[src/rtl/fbs_pkg.sv]
package fbs_pkg;
    typedef enum logic [0:0] {
        SCAN_OFF = 1'b0,
        SCAN_ON  = 1'b1
    } scan_state_e;

    typedef struct packed {
        logic [7:0] red;
        logic [7:0] green;
        logic [7:0] blue;
    } rgb_t;

    localparam logic [2:0] OFS_BASE = 3'd0;
    localparam logic [2:0] OFS_CTRL = 3'd4;
endpackage

[src/rtl/fbs_timing.sv]
module fbs_timing #(
    parameter int H_ACTIVE = 640,
    parameter int H_FP     = 16,
    parameter int H_SYNC   = 96,
    parameter int H_BP     = 48,
    parameter int V_ACTIVE = 480,
    parameter int V_FP     = 10,
    parameter int V_SYNC   = 2,
    parameter int V_BP     = 33,
    localparam int H_TOTAL = H_ACTIVE + H_FP + H_SYNC + H_BP,
    localparam int V_TOTAL = V_ACTIVE + V_FP + V_SYNC + V_BP,
    localparam int HW      = $clog2(H_TOTAL),
    localparam int VW      = $clog2(V_TOTAL)
) (
    input  logic          clk,
    input  logic          rst_n,
    output logic [HW-1:0] h_cnt,
    output logic [VW-1:0] v_cnt,
    output logic          active,
    output logic          hs_raw_n,
    output logic          vs_raw_n,
    output logic          frame_end
);
    localparam logic [HW-1:0] H_LAST   = HW'(H_TOTAL - 1);
    localparam logic [VW-1:0] V_LAST   = VW'(V_TOTAL - 1);
    localparam logic [HW-1:0] HS_START = HW'(H_ACTIVE + H_FP);
    localparam logic [HW-1:0] HS_STOP  = HW'(H_ACTIVE + H_FP + H_SYNC);
    localparam logic [VW-1:0] VS_START = VW'(V_ACTIVE + V_FP);
    localparam logic [VW-1:0] VS_STOP  = VW'(V_ACTIVE + V_FP + V_SYNC);

    logic line_end;

    always_ff @(posedge clk) begin
        if (!rst_n) begin
            h_cnt <= '0;
            v_cnt <= '0;
        end else if (line_end) begin
            h_cnt <= '0;
            v_cnt <= (v_cnt == V_LAST) ? '0 : v_cnt + 1'b1;
        end else begin
            h_cnt <= h_cnt + 1'b1;
        end
    end

    assign line_end  = (h_cnt == H_LAST);
    assign frame_end = line_end && (v_cnt == V_LAST);
    assign active    = (h_cnt < HW'(H_ACTIVE)) && (v_cnt < VW'(V_ACTIVE));
    assign hs_raw_n  = !((h_cnt >= HS_START) && (h_cnt < HS_STOP));
    assign vs_raw_n  = !((v_cnt >= VS_START) && (v_cnt < VS_STOP));

    // the column count wraps to zero after the last clock of a line
    a_r4_line_wrap: assert property (@(posedge clk) disable iff (!rst_n)
        (h_cnt == H_LAST) |=> (h_cnt == '0));

    // a frame restarts at the top-left position
    a_r4_frame_wrap: assert property (@(posedge clk) disable iff (!rst_n)
        frame_end |=> (h_cnt == '0) && (v_cnt == '0));
endmodule

[src/rtl/fbs_regs.sv]
module fbs_regs #(
    parameter int BASE_LSB = 21
) (
    input  logic        clk,
    input  logic        rst_n,
    input  logic        reg_wr,
    input  logic [2:0]  reg_addr,
    input  logic [31:0] reg_wdata,
    output logic [31:0] reg_rdata,
    output logic [31:0] base_q,
    output logic        en_q,
    output logic        rot_q
);
    import fbs_pkg::*;

    localparam logic [31:0] BASE_MASK = ~((32'd1 << BASE_LSB) - 32'd1);

    logic wr_base, wr_ctrl;

    assign wr_base = reg_wr && (reg_addr == OFS_BASE);
    assign wr_ctrl = reg_wr && (reg_addr == OFS_CTRL);

    always_ff @(posedge clk) begin
        if (!rst_n) begin
            base_q <= '0;
            en_q   <= 1'b0;
            rot_q  <= 1'b0;
        end else begin
            if (wr_base) base_q <= reg_wdata & BASE_MASK;
            if (wr_ctrl) begin
                en_q  <= reg_wdata[0];
                rot_q <= reg_wdata[1];
            end
        end
    end

    always_comb begin
        unique case (reg_addr)
            OFS_BASE: reg_rdata = base_q;
            OFS_CTRL: reg_rdata = {30'd0, rot_q, en_q};
            default:  reg_rdata = '0;
        endcase
    end

    // a control write is stored as written in its two low bits
    a_r3_ctrl_store: assert property (@(posedge clk) disable iff (!rst_n)
        wr_ctrl |=> ({rot_q, en_q} == $past(reg_wdata[1:0])));

    // writes at undefined offsets leave both registers unchanged
    a_r3_bad_offset: assert property (@(posedge clk) disable iff (!rst_n)
        (reg_wr && reg_addr != OFS_BASE && reg_addr != OFS_CTRL)
        |=> $stable(base_q) && $stable(en_q) && $stable(rot_q));

    // the kept upper bits of the base follow the written word
    a_r2_base_store: assert property (@(posedge clk) disable iff (!rst_n)
        wr_base |=> (base_q[31:BASE_LSB] == $past(reg_wdata[31:BASE_LSB])));
endmodule

[src/rtl/fbs_fetch.sv]
module fbs_fetch #(
    parameter int H_ACTIVE        = 640,
    parameter int V_ACTIVE        = 480,
    parameter int HW              = 10,
    parameter int VW              = 10,
    parameter int ROW_STRIDE_LOG2 = 10
) (
    input  logic          clk,
    input  logic          rst_n,
    input  logic [HW-1:0] h_cnt,
    input  logic [VW-1:0] v_cnt,
    input  logic          active,
    input  logic          frame_end,
    input  logic [31:0]   base_q,
    input  logic          en_q,
    input  logic          rot_q,
    output logic          mem_rd,
    output logic [31:0]   mem_addr
);
    import fbs_pkg::*;

    scan_state_e state, state_nx;
    logic [31:0] lat_base;
    logic        lat_rot;
    logic [31:0] col_off, row_off, pix_addr;

    // state register and frame-boundary capture of the settings
    always_ff @(posedge clk) begin
        if (!rst_n) begin
            state    <= SCAN_OFF;
            lat_base <= '0;
            lat_rot  <= 1'b0;
        end else begin
            state <= state_nx;
            if (frame_end) begin
                lat_base <= base_q;
                lat_rot  <= rot_q;
            end
        end
    end

    // transitions: ARM and DISARM, both only at the last clock of a frame
    always_comb begin
        state_nx = state;
        unique case (state)
            SCAN_OFF: if (frame_end && en_q)  state_nx = SCAN_ON;
            SCAN_ON:  if (frame_end && !en_q) state_nx = SCAN_OFF;
        endcase
    end

    // scan position to word offset, reversed in both axes when rotated
    always_comb begin
        col_off  = lat_rot ? 32'(H_ACTIVE - 1) - 32'(h_cnt) : 32'(h_cnt);
        row_off  = (lat_rot ? 32'(V_ACTIVE - 1) - 32'(v_cnt) : 32'(v_cnt))
                   << ROW_STRIDE_LOG2;
        pix_addr = lat_base + ((row_off + col_off) << 2);
    end

    // outputs per state
    always_comb begin
        mem_rd   = 1'b0;
        mem_addr = '0;
        unique case (state)
            SCAN_OFF: ;
            SCAN_ON: begin
                mem_rd   = active;
                mem_addr = active ? pix_addr : '0;
            end
        endcase
    end

    // a frame that starts with enable clear issues no reads at its start
    a_r9_off_no_read: assert property (@(posedge clk) disable iff (!rst_n)
        ($past(frame_end) && !$past(en_q)) |-> !mem_rd);

    // captured settings do not move inside a frame
    a_r10_hold_in_frame: assert property (@(posedge clk) disable iff (!rst_n)
        !frame_end |=> $stable(lat_base) && $stable(lat_rot));

    // reads only happen inside the visible area
    a_r5_read_visible: assert property (@(posedge clk) disable iff (!rst_n)
        mem_rd |-> (h_cnt < HW'(H_ACTIVE)) && (v_cnt < VW'(V_ACTIVE)));
endmodule

[src/rtl/fbs_pixel.sv]
module fbs_pixel #(
    parameter int RD_LAT = 2
) (
    input  logic        clk,
    input  logic        rst_n,
    input  logic        req,
    input  logic        hs_raw_n,
    input  logic        vs_raw_n,
    input  logic [31:0] mem_rdata,
    output logic [7:0]  pix_r,
    output logic [7:0]  pix_g,
    output logic [7:0]  pix_b,
    output logic        pix_de,
    output logic        hsync_n,
    output logic        vsync_n
);
    import fbs_pkg::*;

    // each stage carries {vsync_n, hsync_n, data-enable}
    localparam logic [2:0] IDLE_TAG = 3'b110;

    logic [2:0] pipe [RD_LAT];
    rgb_t       word_rgb;
    logic       unused_alpha;

    assign word_rgb     = rgb_t'(mem_rdata[23:0]);
    assign unused_alpha = ^mem_rdata[31:24];

    for (genvar g = 0; g < RD_LAT; g++) begin : g_stage
        always_ff @(posedge clk) begin
            if (!rst_n)      pipe[g] <= IDLE_TAG;
            else if (g == 0) pipe[g] <= {vs_raw_n, hs_raw_n, req};
            else             pipe[g] <= pipe[(g == 0) ? 0 : g - 1];
        end
    end

    always_ff @(posedge clk) begin
        if (!rst_n) begin
            pix_de  <= 1'b0;
            hsync_n <= 1'b1;
            vsync_n <= 1'b1;
            {pix_r, pix_g, pix_b} <= '0;
        end else begin
            pix_de  <= pipe[RD_LAT-1][0];
            hsync_n <= pipe[RD_LAT-1][1];
            vsync_n <= pipe[RD_LAT-1][2];
            {pix_r, pix_g, pix_b} <= pipe[RD_LAT-1][0] ? word_rgb : '0;
        end
    end

    // colours are black whenever no visible pixel is shown
    a_r8_black_when_idle: assert property (@(posedge clk) disable iff (!rst_n)
        !pix_de |-> ({pix_r, pix_g, pix_b} == '0));

    // a visible pixel never coincides with a sync pulse
    a_r4_de_outside_sync: assert property (@(posedge clk) disable iff (!rst_n)
        pix_de |-> (hsync_n && vsync_n));
endmodule

[src/rtl/fb_scanout.sv]
module fb_scanout #(
    parameter int H_ACTIVE        = 640,
    parameter int H_FP            = 16,
    parameter int H_SYNC          = 96,
    parameter int H_BP            = 48,
    parameter int V_ACTIVE        = 480,
    parameter int V_FP            = 10,
    parameter int V_SYNC          = 2,
    parameter int V_BP            = 33,
    parameter int ROW_STRIDE_LOG2 = 10,
    parameter int RD_LAT          = 2,
    parameter int BASE_LSB        = 21
) (
    input  logic        clk,
    input  logic        rst_n,
    input  logic        reg_wr,
    input  logic [2:0]  reg_addr,
    input  logic [31:0] reg_wdata,
    output logic [31:0] reg_rdata,
    output logic        mem_rd,
    output logic [31:0] mem_addr,
    input  logic [31:0] mem_rdata,
    output logic [7:0]  pix_r,
    output logic [7:0]  pix_g,
    output logic [7:0]  pix_b,
    output logic        pix_de,
    output logic        hsync_n,
    output logic        vsync_n
);
    localparam int H_TOTAL = H_ACTIVE + H_FP + H_SYNC + H_BP;
    localparam int V_TOTAL = V_ACTIVE + V_FP + V_SYNC + V_BP;
    localparam int HW      = $clog2(H_TOTAL);
    localparam int VW      = $clog2(V_TOTAL);

    logic [HW-1:0] h_cnt;
    logic [VW-1:0] v_cnt;
    logic          active, hs_raw_n, vs_raw_n, frame_end;
    logic [31:0]   base_q;
    logic          en_q, rot_q;

    fbs_timing #(
        .H_ACTIVE(H_ACTIVE), .H_FP(H_FP), .H_SYNC(H_SYNC), .H_BP(H_BP),
        .V_ACTIVE(V_ACTIVE), .V_FP(V_FP), .V_SYNC(V_SYNC), .V_BP(V_BP)
    ) u_timing (
        .clk(clk), .rst_n(rst_n), .h_cnt(h_cnt), .v_cnt(v_cnt),
        .active(active), .hs_raw_n(hs_raw_n), .vs_raw_n(vs_raw_n),
        .frame_end(frame_end)
    );

    fbs_regs #(.BASE_LSB(BASE_LSB)) u_regs (
        .clk(clk), .rst_n(rst_n), .reg_wr(reg_wr), .reg_addr(reg_addr),
        .reg_wdata(reg_wdata), .reg_rdata(reg_rdata),
        .base_q(base_q), .en_q(en_q), .rot_q(rot_q)
    );

    fbs_fetch #(
        .H_ACTIVE(H_ACTIVE), .V_ACTIVE(V_ACTIVE), .HW(HW), .VW(VW),
        .ROW_STRIDE_LOG2(ROW_STRIDE_LOG2)
    ) u_fetch (
        .clk(clk), .rst_n(rst_n), .h_cnt(h_cnt), .v_cnt(v_cnt),
        .active(active), .frame_end(frame_end), .base_q(base_q),
        .en_q(en_q), .rot_q(rot_q), .mem_rd(mem_rd), .mem_addr(mem_addr)
    );

    fbs_pixel #(.RD_LAT(RD_LAT)) u_pixel (
        .clk(clk), .rst_n(rst_n), .req(mem_rd), .hs_raw_n(hs_raw_n),
        .vs_raw_n(vs_raw_n), .mem_rdata(mem_rdata),
        .pix_r(pix_r), .pix_g(pix_g), .pix_b(pix_b), .pix_de(pix_de),
        .hsync_n(hsync_n), .vsync_n(vsync_n)
    );
endmodule

[config.mk]
export PLATFORM = sky130hd
export DESIGN_NAME = fb_scanout
export DESIGN_NICKNAME = d
export VERILOG_FILES = /design/src/rtl/fbs_pkg.sv /design/src/rtl/fbs_timing.sv /design/src/rtl/fbs_regs.sv /design/src/rtl/fbs_fetch.sv /design/src/rtl/fbs_pixel.sv /design/src/rtl/fb_scanout.sv
export SDC_FILE = /design/constraint.sdc
export NUM_CORES = 1
export LEC_CHECK = 0
export BUFFER_PORTS_ARGS = -buffer_cell sky130_fd_sc_hd__clkbuf_2
export CELL_PAD_IN_SITES_DETAIL_PLACEMENT = 0
export CELL_PAD_IN_SITES_GLOBAL_PLACEMENT = 1
export CORE_ASPECT_RATIO = 1.2
export CORE_UTILIZATION = 45
export CTS_BUF_LIST = sky130_fd_sc_hd__clkbuf_4
export DETAILED_ROUTE_END_ITERATION = 12
export PLACE_DENSITY = 0.89
export SLEW_MARGIN = 5
export SYNTH_ARGS = -nofsm -noshare
export SYNTH_HDL_FRONTEND = slang
export SYNTH_HIERARCHICAL = 1
export SYNTH_SLANG_ARGS = --single-unit
[constraint.sdc]
create_clock -name clk -period 9 [get_ports clk]
set_input_delay 0.45 -clock clk [delete_from_list [all_inputs] [get_ports clk]]
set_output_delay 0.45 -clock clk [all_outputs]
set_load 0.005 [all_outputs]
==> run metrics <==
FMAX 0.145 GHz; layout filler cell count 1497; fin nets 1039; Top FF cell, synth dfxtp_1; Avg Synthesized Cell Area 8.35 um^2; Antenna Nets Post-Route 0; Area after DPL 7450 um^2; initial detailed-routing violation count 305; total grt overflow 0; row count 49; Peak supply drop 0.0000703 V; Worst-Skew Late Latency 0.49 ns; Worst-path clk slew 0.16 ns; total number of yosys warnings 6; H-tree levels 3; via count 5827; critical path startpoint u_fetch/lat_rot$_SDFFE_PN0P_; Design Power 733 uW; CP max stage cell dfxtp_1; unrepaired setup endpoints after global routing false; register area share after synthesis 29.0%; Worst R2R Start u_timing/h_cnt[0]$_SDFF_PP0_; initial antenna violation count 0; DIE AREA 15900 um^2; CP Launch Type flip-flop; TritonCTS Buffers 9; vias in the first global route 5118; Tmin final between 6 and 7 ns; Yosys top cell by area dfxtp_1; CTS Root Cell clkbuf_4; maxcap violations 0; worst path cell trace nand2_1 > a21oi_1 > ha_1 > fa_1 > a21o_1 > a21oi_1 > o21ai_0 > a31oi_1 > o21ai_0 > nand2_1 > ha_1 > and4_1 > nand3_1 > a2111oi_2 > or3_1 > nor3b_1 > clkbuf_2; Die Ht ~140 um; Port Buffers 115; number of enable flip-flop cells after synthesis 0; Max Clock Skew 0.0103 ns; via/cell ratio about 5.2; most frequent cell after synthesis dfxtp_1; Arr. time, crit path 6.42 ns; largest net degree at the start of global routing 103; fin area 7600 um^2; Final period util between 70% and 80%; area of the core approximately 15000 um^2; multi-input combinational cell area 4510 um^2; leading post-synthesis cells by cell area dfxtp_1 29%, ha_1 8.5%, mux2i_1 7.5%; WL/cell 13.3 um; Slowest Stage Delay on Critical Path roughly 0.97 ns; Hold Path Class input pin to flip-flop; Cell Pwr Density about 96 nW/um^2; register bit count reported by yosys 100; maximum fanout along the worst path 23; cell area after synthesis around 6900 um^2; num ports 162; CP Class flip-flop to output port; hold wc startpoint reg_wdata[0]; final wirelength 15100 um; Worst-Margin Slew 1.16 ns; Die W 115 um; slew margin rel. roughly 23%; Synth Instances 827; critical path endpoint category output port; Fin. Hold Viols 0; Area Overhead vs Synth 9.96%; Pre-Repair DR Iteration Count 4; setup_tns 0 ns; post-CTS resize count 0; Leakage Power 3.42 nW; share of layout cells above drive strength 1 about 16%; global-route wire length before repair 24600 um; CTS Hold Bufs 0; post-synth top area share roughly 29%; # DRC 0; Post-synth top cells 100 x dfxtp_1, 72 x nand2_1, 52 x mux2i_1; CTS tree built; CTS max path bufs 2; gpl congestion 0.856; post-synth cell types between 70 and 80; DP Wirelength ~11000 um; Crit path required time 8.55 ns; Setup-failing EPs final 0; Ant. Diodes 0; status complete, no violations; post-CTS setup buffer count 0; FF/Latch Area around 2000 um^2; Async S/R FF share, synth 0%; Tot GR Track Use between 15 and 20%; clk sinks 100; initial cell density of the core 46.0%; max-slew violations 0
state kept, by name, indices dropped and copies added, names as in the netlist, 6 cells and up, named ones only:
name              count
u_timing/v_cnt       10
u_timing/h_cnt       10
u_pixel/pix_r         8
u_pixel/pix_g         8
u_fetch/lat_base     32
u_regs/base_q        11
u_pixel/pipe          6
u_pixel/pix_b         8
per-stage QoR:
stage                     setup slack [ns]  instances  hold slack (ns)  util (%)
after floorplan                       3.80        866            0.385         -
after global placement                2.78       1113            0.388      49.6
after detailed placement              2.68       1113            0.391      49.6
after CTS                             2.07       1129            0.123      50.6
after global routing                  1.42       1129            0.128      50.6
final                                 2.13       1129            0.166      50.6
final timing paths:
path / cells past startpoint / slack [ns] / to
setup / recovery: 17 / 2.13 / mem_addr[31]
hold / removal: 3 / 0.17 / u_regs/en_q$_SDFFE_PN0P_
setup reg to reg: 7 / 6.20 / u_fetch/lat_base[24]$_SDFFE_PN0P_
hold reg to reg: 1 / 0.43 / u_pixel/pipe[1][2]$_SDFF_PN1_
placed cells by master, fill, tap and decap left out, types with 23 or more instances in the layout:
cell type / count
nand2_1: 72
nor2_1: 50
clkbuf_2: 115
o21ai_0: 27
mux2i_1: 52
nor2b_1: 40
nor3_1: 23
and3_1: 36
dfxtp_1: 100
ha_1: 47
xnor2_1: 29
conb_1: 40
a21oi_1: 42
metal layers:
metal | vias up | share of wire [%] | global-route usage [%]
met1 | 2603 | 47 | 24.9
met2 | 163 | 45 | 32.0
met4 | 0 | 2.2 | 7.07
met3 | 20 | 5.6 | 4.58
met5 | - | 0 | 0
li1 | 3041 | - | -
power breakdown:
part / internal [mW] / total, mW / switching (mW)
sequential: 0.445 / 0.448 / 0.00261
combinational: 0.0144 / 0.0320 / 0.0176
clock: 0.0885 / 0.253 / 0.164
total: 0.548 / 0.733 / 0.184
cell type report:
type                    instances  share of cell area, %
inverters                      23                   1.14
clock buffers                   9                  0.889
repair buffers                118                   7.87
flip-flops and latches        100                   26.4
clock inverters                 7                   1.05
multi-input cells             668                   59.3
well taps                     204                   3.36
critical path: cells and delay by family (launching register included):
kind	cells	cell delay, ns
adders and majority gates	3	1.13
AOI/OAI and AO/OA	7	2.55
DFF	1	0.97
and+or+nand+nor	6	1.09
buffers and inverters	1	0.18
kinds of logic (layout without fill, tap and decap cells):
family	count (synthesis)	count (layout)	share of synthesized area, %
simple gates	328	328	25.7
compound gates	150	150	14.5
flops	100	100	29.0
buf+inv	98	157	8.00
mux	52	52	7.53
fa+ha+maj	49	49	9.09
xor+xnor	49	49	6.21
other cells	1	40	0.0543
(Power assumes the default switching activity.)
